**config.mk**
```make
export PLATFORM = sky130hd
export DESIGN_NAME = txpoll_sched
export DESIGN_NICKNAME = d
export VERILOG_FILES = /design/src/rtl/txp_pkg.sv /design/src/rtl/txp_cfg.sv /design/src/rtl/txp_trig.sv /design/src/rtl/txp_issue.sv /design/src/rtl/txpoll_sched.sv
export SDC_FILE = /design/constraint.sdc
export NUM_CORES = 1
export LEC_CHECK = 0
export ABC_AREA = 1
export BUFFER_PORTS_ARGS = -buffer_cell sky130_fd_sc_hd__buf_2
export CORE_AREA = 2 2 39 41
export DETAILED_ROUTE_END_ITERATION = 10
export DIE_AREA = 0 0 41 43
export PLACE_DENSITY_LB_ADDON = 0.2
export REMOVE_ABC_BUFFERS = 1
export SLEW_MARGIN = 10
export SYNTH_ARGS = -nofsm -noshare
export SYNTH_HDL_FRONTEND = slang
export SYNTH_SLANG_ARGS = --single-unit
```
**constraint.sdc**
```tcl
create_clock -name clk -period 2.1 [get_ports clk]
set_clock_uncertainty 0.2 [all_clocks]
set_input_delay 0.21 -clock clk [delete_from_list [all_inputs] [get_ports clk]]
set_output_delay 0.21 -clock clk [all_outputs]
set_load 0.005 [all_outputs]
```
**src/rtl/txp_pkg.sv**
```systemverilog
package txp_pkg;

    typedef enum logic {
        ST_IDLE = 1'b0,
        ST_WAIT = 1'b1
    } txp_st_e;

    typedef struct packed {
        logic dis;
    } txp_cfg_s;

    typedef struct packed {
        logic pend;
    } txp_trig_s;

    typedef struct packed {
        txp_st_e st;
        logic    req;
    } txp_issue_s;

endpackage

```
**src/rtl/txp_cfg.sv**
```systemverilog
module txp_cfg
    import txp_pkg::*;
(
    input  logic clk,
    input  logic rst_n,
    input  logic soft_rst_i,
    input  logic stop_i,
    input  logic wr_en_i,
    input  logic wr_dis_i,
    output logic dis_o
);

    txp_cfg_s cfg_d, cfg_q;

    always_comb begin
        cfg_d = cfg_q;
        if (soft_rst_i) begin
            cfg_d.dis = 1'b0;
        end else if (wr_en_i) begin
            cfg_d.dis = wr_dis_i;
        end
    end

    always_ff @(posedge clk or negedge rst_n) begin
        if (!rst_n) begin
            cfg_q <= '0;
        end else begin
            cfg_q <= cfg_d;
        end
    end

    assign dis_o = cfg_q.dis;


    dis_stop_stable_chk: assert property (@(posedge clk) disable iff (!rst_n || soft_rst_i)
        (stop_i && !wr_en_i) |=> $stable(cfg_q.dis));


    dis_write_chk: assert property (@(posedge clk) disable iff (!rst_n || soft_rst_i)
        wr_en_i |=> (cfg_q.dis == $past(wr_dis_i)));

endmodule

```
**src/rtl/txp_trig.sv**
```systemverilog
module txp_trig
    import txp_pkg::*;
(
    input  logic clk,
    input  logic rst_n,
    input  logic soft_rst_i,
    input  logic tick_i,
    input  logic demand_i,
    input  logic rx_done_i,
    input  logic tx_on_i,
    input  logic stop_i,
    input  logic dis_i,
    input  logic issue_i,
    output logic pend_o
);

    txp_trig_s trig_d, trig_q;
    logic      allowed;
    logic      auto_ev;
    logic      any_ev;

    always_comb begin
        allowed = tx_on_i && !stop_i;
        auto_ev = !dis_i && (tick_i || rx_done_i);
        any_ev  = allowed && (demand_i || auto_ev);
        trig_d  = trig_q;
        if (soft_rst_i || !allowed) begin
            trig_d.pend = 1'b0;
        end else begin
            trig_d.pend = (trig_q.pend && !issue_i) || any_ev;
        end
    end

    always_ff @(posedge clk or negedge rst_n) begin
        if (!rst_n) begin
            trig_q <= '0;
        end else begin
            trig_q <= trig_d;
        end
    end

    assign pend_o = trig_q.pend;


    pend_txoff_drop_chk: assert property (@(posedge clk) disable iff (!rst_n || soft_rst_i)
        !tx_on_i |=> !trig_q.pend);


    pend_dis_auto_chk: assert property (@(posedge clk) disable iff (!rst_n || soft_rst_i)
        (!trig_q.pend && dis_i && !demand_i) |=> !trig_q.pend);


    pend_merge_hold_chk: assert property (@(posedge clk) disable iff (!rst_n || soft_rst_i)
        (trig_q.pend && !issue_i && tx_on_i && !stop_i) |=> trig_q.pend);

endmodule

```
**src/rtl/txp_issue.sv**
```systemverilog
module txp_issue
    import txp_pkg::*;
(
    input  logic clk,
    input  logic rst_n,
    input  logic soft_rst_i,
    input  logic pend_i,
    input  logic rx_busy_i,
    input  logic tx_on_i,
    input  logic stop_i,
    input  logic done_i,
    output logic issue_o,
    output logic req_o
);

    txp_issue_s iss_d, iss_q;
    logic       go;

    always_comb begin
        go    = (iss_q.st == ST_IDLE) && pend_i && !rx_busy_i && tx_on_i && !stop_i;
        iss_d = iss_q;
        iss_d.req = 1'b0;
        if (soft_rst_i) begin
            iss_d.st = ST_IDLE;
        end else begin
            unique case (iss_q.st)
                ST_IDLE: begin
                    if (go) begin
                        iss_d.st  = ST_WAIT;
                        iss_d.req = 1'b1;
                    end
                end
                ST_WAIT: begin
                    if (done_i) begin
                        iss_d.st = ST_IDLE;
                    end
                end
                default: iss_d.st = ST_IDLE;
            endcase
        end
    end

    always_ff @(posedge clk or negedge rst_n) begin
        if (!rst_n) begin
            iss_q <= '{st: ST_IDLE, req: 1'b0};
        end else begin
            iss_q <= iss_d;
        end
    end

    assign issue_o = go && !soft_rst_i;
    assign req_o   = iss_q.req;


    req_txoff_chk: assert property (@(posedge clk) disable iff (!rst_n || soft_rst_i)
        !tx_on_i |=> !iss_q.req);


    req_rxbusy_chk: assert property (@(posedge clk) disable iff (!rst_n || soft_rst_i)
        rx_busy_i |=> !iss_q.req);


    req_stop_chk: assert property (@(posedge clk) disable iff (!rst_n || soft_rst_i)
        stop_i |=> !iss_q.req);


    req_single_chk: assert property (@(posedge clk) disable iff (!rst_n || soft_rst_i)
        iss_q.req |=> !iss_q.req);


    req_wait_done_chk: assert property (@(posedge clk) disable iff (!rst_n || soft_rst_i)
        ((iss_q.st == ST_WAIT) && !done_i) |=> !iss_q.req);

endmodule

```
**src/rtl/txpoll_sched.sv**
```systemverilog
module txpoll_sched
    import txp_pkg::*;
(
    input  logic clk,
    input  logic rst_n,
    input  logic soft_rst_i,
    input  logic tick_i,
    input  logic demand_i,
    input  logic rx_done_i,
    input  logic rx_busy_i,
    input  logic tx_on_i,
    input  logic stop_i,
    input  logic cfg_we_i,
    input  logic cfg_dis_i,
    input  logic poll_done_i,
    output logic poll_req_o
);

    logic dis;
    logic pend;
    logic issue;

    txp_cfg u_cfg (
        .clk        (clk),
        .rst_n      (rst_n),
        .soft_rst_i (soft_rst_i),
        .stop_i     (stop_i),
        .wr_en_i    (cfg_we_i),
        .wr_dis_i   (cfg_dis_i),
        .dis_o      (dis)
    );

    txp_trig u_trig (
        .clk        (clk),
        .rst_n      (rst_n),
        .soft_rst_i (soft_rst_i),
        .tick_i     (tick_i),
        .demand_i   (demand_i),
        .rx_done_i  (rx_done_i),
        .tx_on_i    (tx_on_i),
        .stop_i     (stop_i),
        .dis_i      (dis),
        .issue_i    (issue),
        .pend_o     (pend)
    );

    txp_issue u_issue (
        .clk        (clk),
        .rst_n      (rst_n),
        .soft_rst_i (soft_rst_i),
        .pend_i     (pend),
        .rx_busy_i  (rx_busy_i),
        .tx_on_i    (tx_on_i),
        .stop_i     (stop_i),
        .done_i     (poll_done_i),
        .issue_o    (issue),
        .req_o      (poll_req_o)
    );

endmodule

```
======== Yosys cells after proc, flatten, opt, wreduce, memory -nomap -nowiden ========
Index checks and enable logic that the tools add are counted.
operators by class
  mux-type cells .......................... 9
  bitwise gates (word level) .............. 1
  reductions and logical operators ........ 20
operators by type and width
  cell               count
  $logic_and 1x1->1  9
  $mux 1             7
  $logic_not 1->1    6
  $logic_or 1x1->1   4
  $mux 2             1
  $pmux 1 s2         1
  $reduce_bool 2->1  1
  $not 1->1          1
word-level totals
  bits of input ports ..................... 12
  output and inout bits ................... 1
  register bits after elaboration ......... 4

======== Logic depth before layout (Yosys ltp) ========
Gate-level depths: netlist of the first run.
  word-level depth ........................ 10
  gate-level depth with buffers ........... 5
  mapped depth without buffers ............ 5

======== By module ========
A second synthesis of the first run with hierarchy kept.
unflattened totals
  cells, all modules ...................... 30
  area, all modules ....................... 214.0 sq um
modules (own cells, without submodules)
  module     instances  area an instance (sq um)  cells an instance  sequential area each (sq um)
  txp_issue  1          106.4                     13                 50.0
  txp_trig   1          62.6                      11                 25.0
  txp_cfg    1          45.0                      6                  25.0

======== Worst setup path before layout of the first run ========
No wires, ideal clock.
  kind .................................... register -> register
  start ................................... reg u_issue.iss_q[1] in the netlist's numbering
  end ..................................... reg u_trig.trig_q (netlist: u_trig.pend_o)
  path slack .............................. 1,143 ps
  cell stages (with the launch flop) ...... 5
  library setup time ...................... 113 ps
  required time ........................... 1,787 ps
  arrival time ............................ 644 ps
  cell sequence ........................... dfrtp_1 > o21ai_1 > nand3_1 > nand2_1 > inv_1
between the ends
  cells in the longest elaborated chain, start to end .. 10
RTL lines
  what                            RTL line         source
  start, declared                 txp_issue.sv:16  txp_issue_s iss_d, iss_q;
  start signal, assigned          txp_issue.sv:45  iss_q <= '{st: ST_IDLE, req: 1'b0};
  start signal, assigned          txp_issue.sv:47  iss_q <= iss_d;
  $not 1->1                       txp_issue.sv:20  go = (iss_q.st == ST_IDLE) && pend_i && !rx_busy_i && tx_on_i && !stop_i;
  $logic_and 1x1->1 (4 in a row)  txp_issue.sv:20
  $logic_and 1x1->1               txp_issue.sv:51  assign issue_o = go && !soft_rst_i;
  $logic_not 1->1                 txp_trig.sv:30   trig_d.pend = (trig_q.pend && !issue_i) || any_ev;
  $logic_and 1x1->1               txp_trig.sv:30
  $logic_or 1x1->1                txp_trig.sv:30
  $mux 1                          txp_trig.sv:27   if (soft_rst_i || !allowed) begin
  via u_trig.trig_d               txp_trig.sv:17   txp_trig_s trig_d, trig_q;
  end signal, assigned            txp_trig.sv:38   trig_q <= trig_d;
  end, declared                   txp_trig.sv:17
The timed path passes the listed nets, and every way through them passes these cells.
A chain may end at the register's enable or synchronous reset.

======== Worst setup path after layout of the first run ========
  start ................................... in cfg_we_i
  end ..................................... reg u_cfg.cfg_q (netlist: u_cfg.dis_o)
between the ends
  cells in the longest elaborated chain, start to end .. 1
RTL lines
  what                         RTL line            source
  start, declared              txpoll_sched.sv:13  input logic cfg_we_i,
  $reduce_bool 2->1 (no line)  -
  end signal, assigned         txp_cfg.sv:28       cfg_q <= cfg_d;
  end, declared                txp_cfg.sv:13       txp_cfg_s cfg_d, cfg_q;
No other way between the ends.

==> results of run 1 <==
sequential cells by signal, indices dropped and copies added, names as in the netlist:
name	count
u_cfg.dis_o	1
u_issue.iss_q	1
u_trig.pend_o	1
u_issue.req_o	1
cell type report:
type	count	area share
multi-input combinational	12	0.229
sequential	4	0.310
tap	16	0.0620
timing repair buffer	14	0.248
inverter	7	0.0814
clock buffer	3	0.0698
cells by family (layout without fill, tap and decap cells):
kind of cell	after synthesis	count (layout)	synth area share
flops	4	4	0.500
compound gates	4	4	0.112
simple gates	8	8	0.256
buf+inv	7	24	0.131
cell usage in the layout, fill, tap and decap left out:
master	n
a21oi_1	1
buf_2	12
clkbuf_4	3
dfrtp_1	4
dlygate4sd3_1	2
inv_1	6
inv_2	1
nand2_1	2
nand2_2	1
nand3_1	1
nand3_2	1
nand3b_1	1
nor2_1	1
nor2_4	1
o21ai_0	1
o21ai_1	1
o21bai_1	1
routing by layer:
metal,vias up,track usage,part of all wire
li1,104,-,-
met1,86,0.0777,0.40
met2,5,0.0906,0.53
met3,0,0.0314,0.067
met4,0,0.0600,0
met5,-,0,0
where the power goes:
part	switching, uW	internal [uW]	leakage, uW
sequential	1.26	79.8	0.0000544
clock	30.9	63.9	0.0000138
combinational	10.7	14.2	0.000124
total	42.9	158	0.000193
critical path: cells and delay by family:
family / cells / cell delay [ns]
buf+inv: 2 / 0.65
compound gates: 2 / 0.21
metrics by stage:
step	total power, uW	cells	setup slack [ns]
global route	211	56	0.926
floorplan	90.6	23	1.14
finish	201	56	0.940
global placement	105	51	1.09
detailed placement	105	51	1.08
CTS	205	56	0.944
synthesized netlist by cell type, drive strengths merged:
cell | number | area share
inv | 7 | 0.13
nand3 | 2 | 0.075
nor2 | 2 | 0.075
o21ai | 2 | 0.050
a21oi | 1 | 0.025
dfrtp | 4 | 0.50
nand3b | 1 | 0.038
o21bai | 1 | 0.038
nand2 | 3 | 0.069
final timing paths:
check,cells past startpoint,end,start
max in group asynchronous,2,u_issue.iss_q[1]$_DFF_PN0_,rst_n
worst max-delay path,4,u_cfg.dis_o$_DFFE_PN0P_,cfg_we_i
min in group asynchronous,2,u_issue.req_o$_DFF_PN0_,rst_n
worst min-delay path,3,u_cfg.dis_o$_DFFE_PN0P_,cfg_dis_i
worst min register to register,2,u_issue.iss_q[1]$_DFF_PN0_,u_issue.iss_q[1]$_DFF_PN0_
worst max register to register,4,u_trig.pend_o$_DFF_PN0_,u_issue.iss_q[1]$_DFF_PN0_
repair_timing:
| action | 4_1_cts | 5_1_grt |
|---|---|---|
| resized for setup | 0 | 0 |
| endpoints found under the hold margin | 5 | 0 |
| buffers inserted | 0 | 0 |
| hold buffers | 2 | 0 |
==> flow_summary.json, run 1 <==
{
  "grt_pass1_wl_um": 759,
  "endpoint_kind": "flop",
  "drt-initial-drc-count": 0,
  "wl_per_cell_um": 7.46,
  "clockRootBuffer": "clkbuf_4",
  "ir_drop_mv": 0.231,
  "slew_viol_final": 0,
  "cts_tree": "done",
  "fin_crit_ns": 1.16,
  "dp_hpwl_um": 358,
  "max_slew.worst_pin.slew_ns": 0.145,
  "status": "finished clean",
  "start_util": 0.145,
  "globalRouteOverflowTotal": 0,
  "cts_made_buffers": 3,
  "netlist_instances": 23,
  "whs_ns": 0.00633,
  "grt_max_degree": 5,
  "final_util": 0.233,
  "areaGrowthSynthToFinish_pct": 61.3,
  "via_count": 195,
  "grt_pass1_vias": 209,
  "crit_chain": "dlygate4sd3_1 > buf_2 > o21ai_0 > a21oi_1",
  "finalHoldViolations": 0,
  "clockBufferDepth": 2,
  "avgSynthCellArea_sq_um": 8.70,
  "clk_latency_ns": 0.23,
  "hp-class": "input pin to flop",
  "fp.dieW_um": 41,
  "min_period_over_period": 0.552,
  "path_class": "input pin to flop",
  "cts.reportedPaths.clkPinSlew_ns": 0.04,
  "coreArea_sq_um": 1380,
  "finalWeightedCongestion": 0.641,
  "totalWireLength_um": 418,
  "first_pass_iters": 1,
  "p_per_area_nw_per_um2": 622,
  "io_pins": 13,
  "synth_seq_cells": 4,
  "cpPeakStageDelay_ns": 0.53,
  "stdcell_area_sq_um": 323,
  "power_leakage_uw": 0.000193,
  "n_fill_cell": 160,
  "crit_required_ns": 2.02,
  "seq_area_sq_um": 100,
  "viasPerCell": 3.48,
  "maxSlewHeadroom": 0.902,
  "synth_seq_area_share": 0.500,
  "crit_path_top_delay_cell": "dlygate4sd3_1",
  "die-area_sq_um": 1760,
  "ys_types": 14,
  "reg2reg_setup_slack_ns": 1.09,
  "finalSetupViolCount": 0,
  "finalSetupTns_ns": 0,
  "clock-sinks": 4,
  "cp_max_fo": 2,
  "cap_viol_max_count": 0,
  "clock.fmax_ghz": 0.862,
  "multi_input_area_sq_um": 73.8,
  "layout-drive-gt1-share": 0.475,
  "drc": 0,
  "numPortBuffers": 12,
  "placed_area_sq_um": 280,
  "n_antenna_cell": 0,
  "track_usage": 0.0684,
  "netlist_area_sq_um": 200,
  "synth_warnings": 0,
  "cp.arrival_ns": 1.08,
  "cp-start-kind": "input pin",
  "antenna_found_initial": 0,
  "htree_levels": 1,
  "die_h_um": 43,
  "ant_nets": 0,
  "num_rows": 14,
  "nets": 54,
  "rsz0062_at_grt": "false"
}
No activity file was read; power rests on OpenSTA's default activity.
==> inputs of run 2 (changes only) <==
==> constraint.sdc (replaced) <==
create_clock -name clk -period 0.99 [get_ports clk]
set_clock_uncertainty 0.2 [all_clocks]
set_input_delay 0.099 -clock clk [delete_from_list [all_inputs] [get_ports clk]]
set_output_delay 0.099 -clock clk [all_outputs]
set_load 0.005 [all_outputs]
==> run 2 against run 1 <==
  * Sequential power up 110%
  * Critical path depth down 3
  * Wire length down 1.9%
  * Clock power up 110%
  * Cell area up 6.2%
  * The flow now finishes with violations (negative hold slack, negative setup slack)
  * Via count up 1.0%
  * Clock-buffer cell count unchanged
  * Worst hold slack worse by 0.17 ns
  * Sequential share of layout area down 1.8 points
  * Critical endpoint is now poll_req_o
  * Final cell count up 3.6%
  * Worst setup slack worse by 0.95 ns
  * Die area unchanged
==> flow_summary.json, run 2 (same netlist as run 1, synthesis figures left out) <==
{
  "path_class": "flop to output port",
  "hp-class": "input pin to flop",
  "crit_required_ns": 0.69,
  "clkPwrFrac": 0.470,
  "cts_made_buffers": 3,
  "drc": 0,
  "dpl.cell_count": 52,
  "cts.reportedPaths.clkPinSlew_ns": 0.04,
  "grt_pass1_vias": 193,
  "cpPeakStageDelay_ns": 0.34,
  "ant_nets": 0,
  "cts_tree": "done",
  "top_layer": "met3",
  "p_per_area_nw_per_um2": 1260,
  "cap_viol_max_count": 0,
  "n_antenna_cell": 0,
  "globalRouteOverflowTotal": 0,
  "viasPerCell": 3.40,
  "cp_top_family": "flip-flops",
  "antenna_found_initial": 0,
  "whs_ns": -0.159,
  "fin_crit_ns": 0.995,
  "n_fill_cell": 157,
  "numPortBuffers": 12,
  "rsz0062_at_grt": "true",
  "p_switching_uw": 92.7,
  "maxSlewHeadroom": 0.906,
  "clock.fmax_ghz": 1.00,
  "via_count": 197,
  "coreArea_sq_um": 1380,
  "drt-initial-drc-count": 0,
  "crit_chain": "buf_2",
  "clock-sinks": 4,
  "finalHoldViolations": 8,
  "finalNonFillerCells": 58,
  "post_cts_buffers": 0,
  "total_power_uw": 431,
  "layout-drive-gt1-share": 0.476,
  "grt_max_degree": 5,
  "wl_met3_um": 37,
  "power_leakage_uw": 0.000211,
  "worst-path-buf-inv": 1,
  "wl_per_cell_um": 7.07,
  "internal-power_uw": 338,
  "die_h_um": 43,
  "finalWeightedCongestion": 0.597,
  "wl_met2_um": 207,
  "start_util": 0.145,
  "first_pass_iters": 1,
  "clockBufferDepth": 2,
  "layout_common_cells": "12 x buf_2, 6 x inv_1, 4 x dfrtp_1",
  "min_period_over_period": 1.01,
  "totalWireLength_um": 410,
  "num_rows": 14,
  "placed_area_sq_um": 288,
  "p_comb_frac": 0.132,
  "clockRootBuffer": "clkbuf_4",
  "clk_latency_ns": 0.23,
  "io_pins": 13,
  "p_sw_frac": 0.215,
  "fp.dieW_um": 41,
  "areaGrowthSynthToFinish_pct": 71.3,
  "endpoint_kind": "output port",
  "final_common_cell": "buf_2",
  "cp_max_fo": 1,
  "grt_pass1_wl_um": 738,
  "wl_met1_um": 164,
  "ir_drop_mv": 0.391,
  "stdcell_area_sq_um": 343,
  "dp_hpwl_um": 351,
  "cts-hold-fix-buffers": 3,
  "die-area_sq_um": 1760,
  "worst_slack_ns": -0.00537,
  "nets": 56,
  "violations": "negative hold slack, negative setup slack",
  "cp.arrival_ns": 0.70,
  "pre_cts_ws_ns": -0.0220,
  "finalSetupViolCount": 2,
  "slew_viol_final": 0,
  "track_usage": 0.0665,
  "status": "finished with violations",
  "max_slew.worst_pin.slew_ns": 0.139,
  "seqPwrFrac": 0.398,
  "cp-start-kind": "flop",
  "htree_levels": 1,
  "crit_path_top_delay_cell": "dfrtp_1"
}
run 2: changes by cell type in the layout (fill, tap and decap cells not counted), sizes merged:
cell / before / now
dlymetal6s4s: 0 / 1
buf: 12 / 13
run 2: worst paths after layout:
kind,from,slack (ns),cells past startpoint,endpoint
worst max-delay path,u_issue.req_o$_DFF_PN0_,-0.005,1,poll_req_o
worst min-delay path,cfg_we_i,-0.16,2,u_cfg.dis_o$_DFFE_PN0P_
worst max register to register,u_issue.iss_q[1]$_DFF_PN0_,0,4,u_trig.pend_o$_DFF_PN0_
worst min register to register,u_issue.iss_q[1]$_DFF_PN0_,0.36,3,u_issue.req_o$_DFF_PN0_
max in group asynchronous,rst_n,0.47,2,u_cfg.dis_o$_DFFE_PN0P_
min in group asynchronous,rst_n,0,2,u_issue.req_o$_DFF_PN0_
run 2: stage by stage:
step	TNS (ns)	util
detailed placement	-0.0220	0.208
floorplan	0	-
global route	-0.106	0.248
global placement	-0.0361	0.208
CTS	-0.0389	0.246
finish	-0.00750	0.248
run 2: worst reg2reg max path, cell delays in order, from the launching register on:
cell and delay [ns]:
dfrtp_1 0.38, o21ai_1 0.13, nand3_1 0.08, nand2_1 0.06
inv_1 0.03
run 2: routing by layer:
layer / GRT usage / vias up
li1: - / 108
met4: 0.0600 / 0
met2: 0.0813 / 5
met1: 0.0814 / 84
met3: 0.0314 / 0
met5: 0 / -
run 2: repair_timing:
action / CTS / global route
setup endpoints to repair: 2 / 4
gates resized for setup: 0 / 1
endpoints found under the hold margin: 8 / 4
pin swaps: 1 / 1
run 2: power by group through the flow:
| stage | registers (uW) | clock network [uW] | logic, uW |
|---|---|---|---|
| CTS | 172 | 213 | 57.9 |
| floorplan | 173 | 0 | 19.3 |
| global route | 172 | 212 | 65.5 |
| detailed placement | 174 | 0 | 48.6 |
| global placement | 174 | 0 | 48.5 |
| finish | 172 | 203 | 56.8 |
run 2: cell type report:
| type | instances | area (sq um) | area share |
|---|---|---|---|
| multi-input combinational | 12 | 73.8 | 0.215 |
| inverter | 7 | 26.3 | 0.0766 |
| clock buffer | 3 | 22.5 | 0.0657 |
| timing repair buffer | 16 | 100 | 0.292 |
| tap | 16 | 20.0 | 0.0584 |
| sequential | 4 | 100 | 0.292 |
